**config.mk**
```make
export PLATFORM = sky130hd
export DESIGN_NAME = pcm_rx_port
export DESIGN_NICKNAME = d
export VERILOG_FILES = /design/src/rtl/pcm_rx_port.sv
export SDC_FILE = /design/constraint.sdc
export NUM_CORES = 1
export LEC_CHECK = 0
export ABC_CLOCK_PERIOD_IN_PS = 6600
export BUFFER_PORTS_ARGS = -buffer_cell sky130_fd_sc_hd__buf_4
export CELL_PAD_IN_SITES_DETAIL_PLACEMENT = 0
export CELL_PAD_IN_SITES_GLOBAL_PLACEMENT = 1
export CORE_ASPECT_RATIO = 1.1
export CORE_MARGIN = 2
export CORE_UTILIZATION = 35
export DETAILED_ROUTE_END_ITERATION = 16
export PLACE_DENSITY = 0.7
export SLEW_MARGIN = 40
export SYNTH_ARGS = -nofsm -noshare
export SYNTH_HDL_FRONTEND = slang
export SYNTH_SLANG_ARGS = --single-unit
```
**constraint.sdc**
```tcl
create_clock -name clk -period 6.6 [get_ports clk]
set_input_delay 0.99 -clock clk [delete_from_list [all_inputs] [get_ports clk]]
set_output_delay 0.99 -clock clk [all_outputs]
set_load 0.05 [all_outputs]
```
**src/rtl/pcm_rx_port.sv**
```systemverilog
module pcm_rx_port #(
  parameter int CODE_W = 8,
  parameter int SAMP_W = 13
) (
  input  logic                     clk,
  input  logic                     rst_n,
  input  logic                     var_rate,
  input  logic                     linear,
  input  logic                     rx_fs,
  input  logic                     rx_dclk,
  input  logic                     rx_din,
  output logic [CODE_W-1:0]        code_out,
  output logic [4:0]               atten_db,
  output logic signed [SAMP_W-1:0] sample_out,
  output logic                     word_valid
);
  localparam int LIN_W  = SAMP_W + 3;
  localparam int CNT_W  = $clog2(LIN_W + 1);
  localparam int FRAC   = 14;
  localparam int PROD_W = SAMP_W + 16;
  localparam logic signed [PROD_W-1:0] SMAX = PROD_W'((2 ** (SAMP_W - 1)) - 1);
  localparam logic signed [PROD_W-1:0] SMIN = -PROD_W'(2 ** (SAMP_W - 1));

  logic             dclk_q, fs_q;
  logic [LIN_W-1:0] sreg;
  logic [CNT_W-1:0] cnt;

  wire              strobe  = var_rate ? (dclk_q & ~rx_dclk) : 1'b1;
  wire              take    = rx_fs & strobe;
  wire              rolling = var_rate & ~linear;
  wire [CNT_W-1:0]  need    = linear ? CNT_W'(LIN_W) : CNT_W'(CODE_W);
  wire              cnt_take = take & ~rolling & (cnt < need);
  wire              last    = cnt_take & (cnt == need - 1'b1);
  wire              roll_done = rolling & fs_q & ~rx_fs;
  wire [LIN_W-1:0]  word    = {sreg[LIN_W-2:0], rx_din};
  wire signed [SAMP_W-1:0] samp = word[LIN_W-1:3];
  wire [2:0]        acode   = word[2:0];

  logic [14:0] gain;
  always_comb begin
    case (acode)
      3'd0:    gain = 15'd16384;
      3'd1:    gain = 15'd11599;
      3'd2:    gain = 15'd8211;
      3'd3:    gain = 15'd5813;
      3'd4:    gain = 15'd4115;
      3'd5:    gain = 15'd2914;
      3'd6:    gain = 15'd2063;
      default: gain = 15'd1460;
    endcase
  end

  logic signed [PROD_W-1:0] prod, shifted;
  logic signed [SAMP_W-1:0] scaled;
  assign prod    = samp * $signed({1'b0, gain});
  assign shifted = prod >>> FRAC;
  always_comb begin
    if (shifted > SMAX)      scaled = SMAX[SAMP_W-1:0];
    else if (shifted < SMIN) scaled = SMIN[SAMP_W-1:0];
    else                     scaled = shifted[SAMP_W-1:0];
  end

  always_ff @(posedge clk or negedge rst_n) begin
    if (!rst_n) begin
      dclk_q <= 1'b0;
      fs_q   <= 1'b0;
      sreg   <= '0;
      cnt    <= '0;
    end else begin
      dclk_q <= rx_dclk;
      fs_q   <= rx_fs;
      if (rolling ? take : cnt_take) sreg <= word;
      if (!rx_fs)        cnt <= '0;
      else if (cnt_take) cnt <= cnt + 1'b1;
    end
  end

  always_ff @(posedge clk or negedge rst_n) begin
    if (!rst_n) begin
      word_valid <= 1'b0;
      code_out   <= '0;
      atten_db   <= '0;
      sample_out <= '0;
    end else begin
      word_valid <= last | roll_done;
      if (last && linear) begin
        code_out   <= '0;
        atten_db   <= 5'(acode) * 5'd3;
        sample_out <= scaled;
      end else if (last) begin
        code_out   <= word[CODE_W-1:0];
        atten_db   <= '0;
        sample_out <= '0;
      end else if (roll_done) begin
        code_out   <= sreg[CODE_W-1:0];
        atten_db   <= '0;
        sample_out <= '0;
      end
    end
  end
endmodule

```
==> results of run 1 <==
-- worst reg2reg max path, stage by stage, from the launching register on --
cell and delay [ns]:
dfrtp_1 0.46, inv_1 0.18, ha_4 0.21, or2_4 0.26, nor2_1 0.10, nor2_1 0.06
o22ai_2 0.14, nand2b_4 0.22, buf_6 0.14, nand2_2 0.06, fa_2 0.56, inv_2 0.04
fa_1 0.51, fa_1 0.61, fa_1 0.45, fa_1 0.55, ha_4 0.22, ha_4 0.26
nand3_2 0.06, or3b_4 0.41, or2_4 0.26, a211o_2 0.29, o211a_1 0.15, o211ai_2 0.22
buf_6 0.16, o211ai_1 0.08
-- timing repair --
action	4_1_cts	5_1_grt
pin swaps	28	52
setup buffers	10	4
setup endpoints to repair	13	13
hold buffers	0	0
resized for setup	37	43
-- per-layer routing --
layer	GRT usage (%)	wire length [um]	vias to the layer above	part of all wire [%]
li1	-	-	3284	-
met1	25.01	10200	3485	44
met2	31.86	11730	129	51
met3	2.128	866	28	3.7
met4	3.391	377	0	1.6
met5	0	0	-	0
-- registers in the layout (all words and copies together) (netlist names) --
register / flops
word_valid: 1
sample_out: 13
fs_q: 1
dclk_q: 1
atten_db: 5
code_out: 8
cnt: 5
sreg: 15
-- per-stage QoR --
step	cells	instance area [um2]
4_1_cts	1391	10730
3_3_place_gp	1373	10330
5_1_grt	1395	11000
6_report	1395	11000
3_5_place_dp	1373	10330
2_1_floorplan	949	8935
-- logic make-up after synthesis --
| logic type | after synthesis |
|---|---|
| muxes | 15 |
| adders and majority gates | 249 |
| AOI/OAI and AO/OA | 119 |
| buffers and inverters | 187 |
| xor gates and xnor gates | 17 |
| DFF | 49 |
| and+or+nand+nor | 313 |
-- area by class of cell --
cell class                 count  share of cell area, %
sequential                    49                  11.14
multi-input combinational    713                  66.61
clock buffer                   7                  1.205
inverter                     142                  4.889
tap                          310                  3.525
clock inverter                 1                0.06822
timing repair buffer         173                  12.56
-- worst max path at each step --
stage / depth (start not counted) / from / slack (ns) / end
after floorplan: 26 / rx_din / -0.60 / sample_out[1]
after global placement: 23 / rx_din / -1.06 / sample_out[1]
after detailed placement: 25 / rx_din / -0.93 / sample_out[0]
after CTS: 21 / rx_din / -0.42 / sample_out[6]
after global routing: 28 / rx_din / -0.51 / sample_out[11]
final: 26 / rx_din / -0.36 / sample_out[1]
-- cell usage in the layout, fill, tap and decap left out, drive strengths merged, types with 14 or more instances in the layout --
master,n
buf,173
nand2,149
fa,143
inv,142
ha,106
and2,76
dfrtp,49
a21oi,36
nor2,32
o21ai,29
mux2,14
o211ai,14
==> qor.yml, run 1 <==
clock_tree:
  clk_pin_slew_worst_paths_ns: 0.07
  htreeDepth: 2
  numCtsBuffers: 5
  clock-sinks: 49
  clockBufferDepth: 2
  tritoncts: "built"
  cts-root-buf: "clkbuf_16"
  clock_latency_ns: 0.29
worst_hold_path:
  hold_path_end: "atten_db[4]"
  min_from: "atten_db[4]"
  hold_path_depth: 2
  hp-class: "reg -> reg"
floorplan:
  pin_count: 34
  rows: 60
  die_w_um: 155.5
  initial_core_util_pct: 35.87
  die_y_um: 170.6
  core_um2: 24620
  dieArea_um2: 26520
critical_path:
  max_stage_delay_ns: 0.61
  r2r_start: "sreg[0]"
  cpMostUsedCell: "fa_1"
  worstSetupStartpointType: "primary input"
  cp_max_fo: 6
  r2r_cells: 25
  path_buf_inv: 5
  cp-end-kind: "flip-flop"
  path_delay_family: "adder cells"
  worstSetupPathType: "in -> reg"
  worstPathArrival_ns: 7.11
  critical_path_required_ns: 6.76
  regToRegEndpoint: "sample_out[1]"
  crit_slowest_cell: "fa_1"
  setup.reg_to_reg.worst_slack_ns: -0.21
yosys:
  synth-edff-count: 0
  async_reset_ff_share_pct: 100.0
  ys_seq_area_share_pct: 13.88
  synth_cells: 949
  yosysTopAreaCell: "fa_1"
  synth_area_per_cell_um2: 9.307
  synth-xor-area-share_pct: 1.686
  syn_nets: 1205
  synth_compound_area_share_pct: 9.902
  postSynthRegisterBits: 49
  synthTopCellsByCount: "nand2_1, fa_1, inv_1, ha_1, and2_1"
  synth_top_family_by_area: "adder cells"
  synth_area_leaders: "fa_1, ha_1, dfrtp_1"
  muxShareOfSynthArea_pct: 1.898
  synth-simple-area-share_pct: 17.00
  synthAdderAreaFrac_pct: 47.43
  syn_area_um2: 8832
  synthFlopType: "dfrtp_1"
  yosys_warnings: 0
  synth_most_common_cell: "nand2_1"
  synth_cell_type_count: 61
  yosysTopAreaCellShare_pct: 32.41
grt:
  grt_overflow: 0
  grt_pass1_wl_um: 38790
  grt_pass1_vias: 7498
  antenna_found_initial: 0
  grt_max_degree: 50
  grt_use_total_pct: 18.37
routing:
  via_per_inst: 4.965
  drc: 0
  routed_wl_um: 23170
  drt.antenna.violating_nets: 0
  dr_total_vias: 6926
  dr.pass1.iters: 5
  wire_per_inst_um: 16.61
  drt_iter0_drc: 311
sta:
  rsz0062_at_grt: "yes"
  worst_slew_margin_rel_pct: 52.50
  holdWs_ns: 0.4897
  hold_viol: 0
  min_period_ns: 6.956
  fin_skew_ns: 0.009140
  tns_ns: -4.301
  setup_viol: 13
  setup_slack_ns: -0.3560
  clock.fmax_mhz: 143.8
  post-route-period-util_pct: 105.4
  final_max_slew_viol_count: 0
  tightest_slew_ns: 0.7125
layout:
  multi_input_area_um2: 7330
  area_growth_pct: 24.59
  fillers: 2385
  final_core_util_pct: 44.69
  regArea_um2: 1226
  diodes: 0
  drive_gt1_share_pct: 26.08
  nets: 1340
place:
  portBuffers: 33
  dp_hpwl_um: 18810
  place_ws_ns: -0.9298
  gp_congestion: 0.9105
outcome:
  outcome: "complete, but fails checks"
  violations: "negative setup slack"
flow_run:
  maxCapViolCount: 0
Power of run 1 is left out: the tool's default activity adds up to more than one toggle a clock period on the data nets, which glitch-free logic cannot reach.
==> run 2, diff against run 1 <==
Settings changed: CORE_UTILIZATION 35 to 46, GPL_ROUTABILITY_DRIVEN from default to 0, PLACE_DENSITY 0.7 to 0.86.
==> run 2 against run 1 <==
Compared with the run above:
- clock skew decreased by 0.0010 ns
- register-to-register slack got worse by 0.19 ns
- sequential share of layout area increased by 0.052 points
- the flow still finishes with violations (negative setup slack)
- critical path type unchanged
- flip-flop and latch count unchanged
- cell count decreased by 4.2%
- non-clock buffer count increased by 3
- die area decreased by 23%
- via count increased by 2.0%
- routed wire length decreased by 3.2%
- highest routed layer unchanged
- core utilization increased by 13 points
- critical endpoint is now sample_out[10]
==> qor.yml, run 2 (synthesis gave the netlist of run 1 again) <==
floorplan:
  die_y_um: 149.3
  rows: 53
  initial_core_util_pct: 46.57
  dieArea_um2: 20330
  die_w_um: 136.1
  pin_count: 34
  core_um2: 18970
routing:
  drt.antenna.violating_nets: 0
  wire_per_inst_um: 16.79
  via_per_inst: 5.288
  routed_wl_um: 22430
  drt_iter0_drc: 290
  dr_total_vias: 7065
  drc: 0
  dr.pass1.iters: 5
clock_tree:
  postCtsHoldBufs: 0
  clock_latency_ns: 0.30
  cts-root-buf: "clkbuf_16"
  tritoncts: "built"
  numCtsBuffers: 5
  clk_pin_slew_worst_paths_ns: 0.07
  clock-sinks: 49
  htreeDepth: 2
  clockBufferDepth: 2
layout:
  largest_register: "sreg"
  reg.largest.list: "sreg: 15 flops, sample_out: 13 flops, code_out: 8 flops"
  final_common_cell: "buf_4"
  nets: 1344
  most-common-layout-cells: "buf_4, nand2_1, inv_1, fa_1, ha_1"
  final_core_util_pct: 57.75
  diodes: 0
  largest_register_ff_count: 15
  drive_gt1_share_pct: 25.53
  area_growth_pct: 24.01
outcome:
  violations: "negative setup slack"
  outcome: "complete, but fails checks"
sta:
  setup_slack_ns: -0.5733
  rsz0062_at_grt: "yes"
  worst_slew_margin_rel_pct: 49.87
  final_max_slew_viol_count: 0
  fin_skew_ns: 0.008133
  tightest_slew_ns: 0.7519
  post-route-period-util_pct: 108.7
  hold_viol: 0
  min_period_ns: 7.173
  clock.fmax_mhz: 139.4
  setup_viol: 13
critical_path:
  cp_max_fo: 6
  cp-end-kind: "flip-flop"
  critical_path_required_ns: 6.77
  worstPathArrival_ns: 7.35
  regToRegEndpoint: "sample_out[10]"
  worstSetupStartpointType: "primary input"
  setup.reg_to_reg.worst_slack_ns: -0.40
  worstSetupPathType: "in -> reg"
  r2r_start: "sreg[0]"
  r2r_cells: 25
place:
  dp_hpwl_um: 18200
  portBuffers: 33
worst_hold_path:
  hold_path_end: "code_out[0]"
  hold_path_depth: 2
  hp-class: "reg -> reg"
  min_from: "code_out[0]"
grt:
  grt_max_degree: 50
  grt_use_total_pct: 23.60
  grt_pass1_vias: 7700
  grt_pass1_wl_um: 37690
  antenna_found_initial: 0
  grt_overflow: 0
flow_run:
  maxCapViolCount: 0
## run 2: changes by cell type in the layout (fill, tap and decap cells not counted), sizes merged
cell,before,now
bufinv,0,1
clkinvlp,1,0
nand2b,4,5
buf,173,176
## run 2: metal layers
| layer | global-route usage, % | up-vias | part of all wire [%] |
|---|---|---|---|
| met5 | 0 | - | 0 |
| met4 | 10.89 | 0 | 4.9 |
| met3 | 2.379 | 65 | 2.8 |
| met2 | 41.46 | 150 | 51 |
| met1 | 29.11 | 3547 | 41 |
| li1 | - | 3303 | - |
## run 2: metrics by stage
stage / setup TNS (ns) / area [um2] / cells / hold slack [ns] / setup slack (ns)
3_3_place_gp: -9.350 / 10260 / 1309 / 0.4649 / -0.7577
4_1_cts: -5.171 / 10740 / 1331 / 0.4882 / -0.4364
2_1_floorplan: -6.923 / 8935 / 949 / 0.4779 / -0.5998
6_report: -6.725 / 10950 / 1336 / 0.4867 / -0.5733
5_1_grt: -8.677 / 10950 / 1336 / 0.5258 / -0.7231
3_5_place_dp: -10.65 / 10260 / 1309 / 0.4723 / -0.8680
## run 2: worst max path at each step
stage	slack (ns)	from	to	cells after the start
global route	-0.72	rx_din	sample_out[10]	25
detailed placement	-0.87	rx_din	sample_out[1]	29
global placement	-0.76	rx_din	sample_out[0]	24
floorplan	-0.60	rx_din	sample_out[1]	26
CTS	-0.44	rx_din	sample_out[10]	25
finish	-0.57	rx_din	sample_out[10]	25
## run 2: repair_timing
action | 4_1_cts | 5_1_grt
gates resized for setup | 41 | 30
gates cloned | 2 | 0
pin swaps | 15 | 29
setup endpoints to repair | 13 | 13
buffers inserted | 13 | 5
## run 2: critical path: stages
cell      delay [ns]
buf_12          0.11
ha_4            0.17
or2_4           0.28
nor2_4          0.08
nor2_2          0.06
o22ai_4         0.20
nand2b_4        0.21
nand2_2         0.06
fa_1            0.48
fa_1            0.54
inv_1           0.05
fa_1            0.55
fa_1            0.43
fa_1            0.49
fa_1            0.51
ha_4            0.29
nand3_2         0.08
or3b_4          0.42
or2_4           0.28
a211o_2         0.31
o211a_4         0.16
o211ai_4        0.22
buf_6           0.14
buf_16          0.12
o211ai_2        0.09
## run 2: area by class of cell
type,count,area [um2]
fillers,1678,8013
multi-input cells,714,7284
repair buffers,176,1423
flip-flops and latches,49,1226
inverters,142,538.0
well taps,247,309.0
clock buffers,7,142.6
clock inverters,1,30.03
Power of run 2 is left out for the same reason.
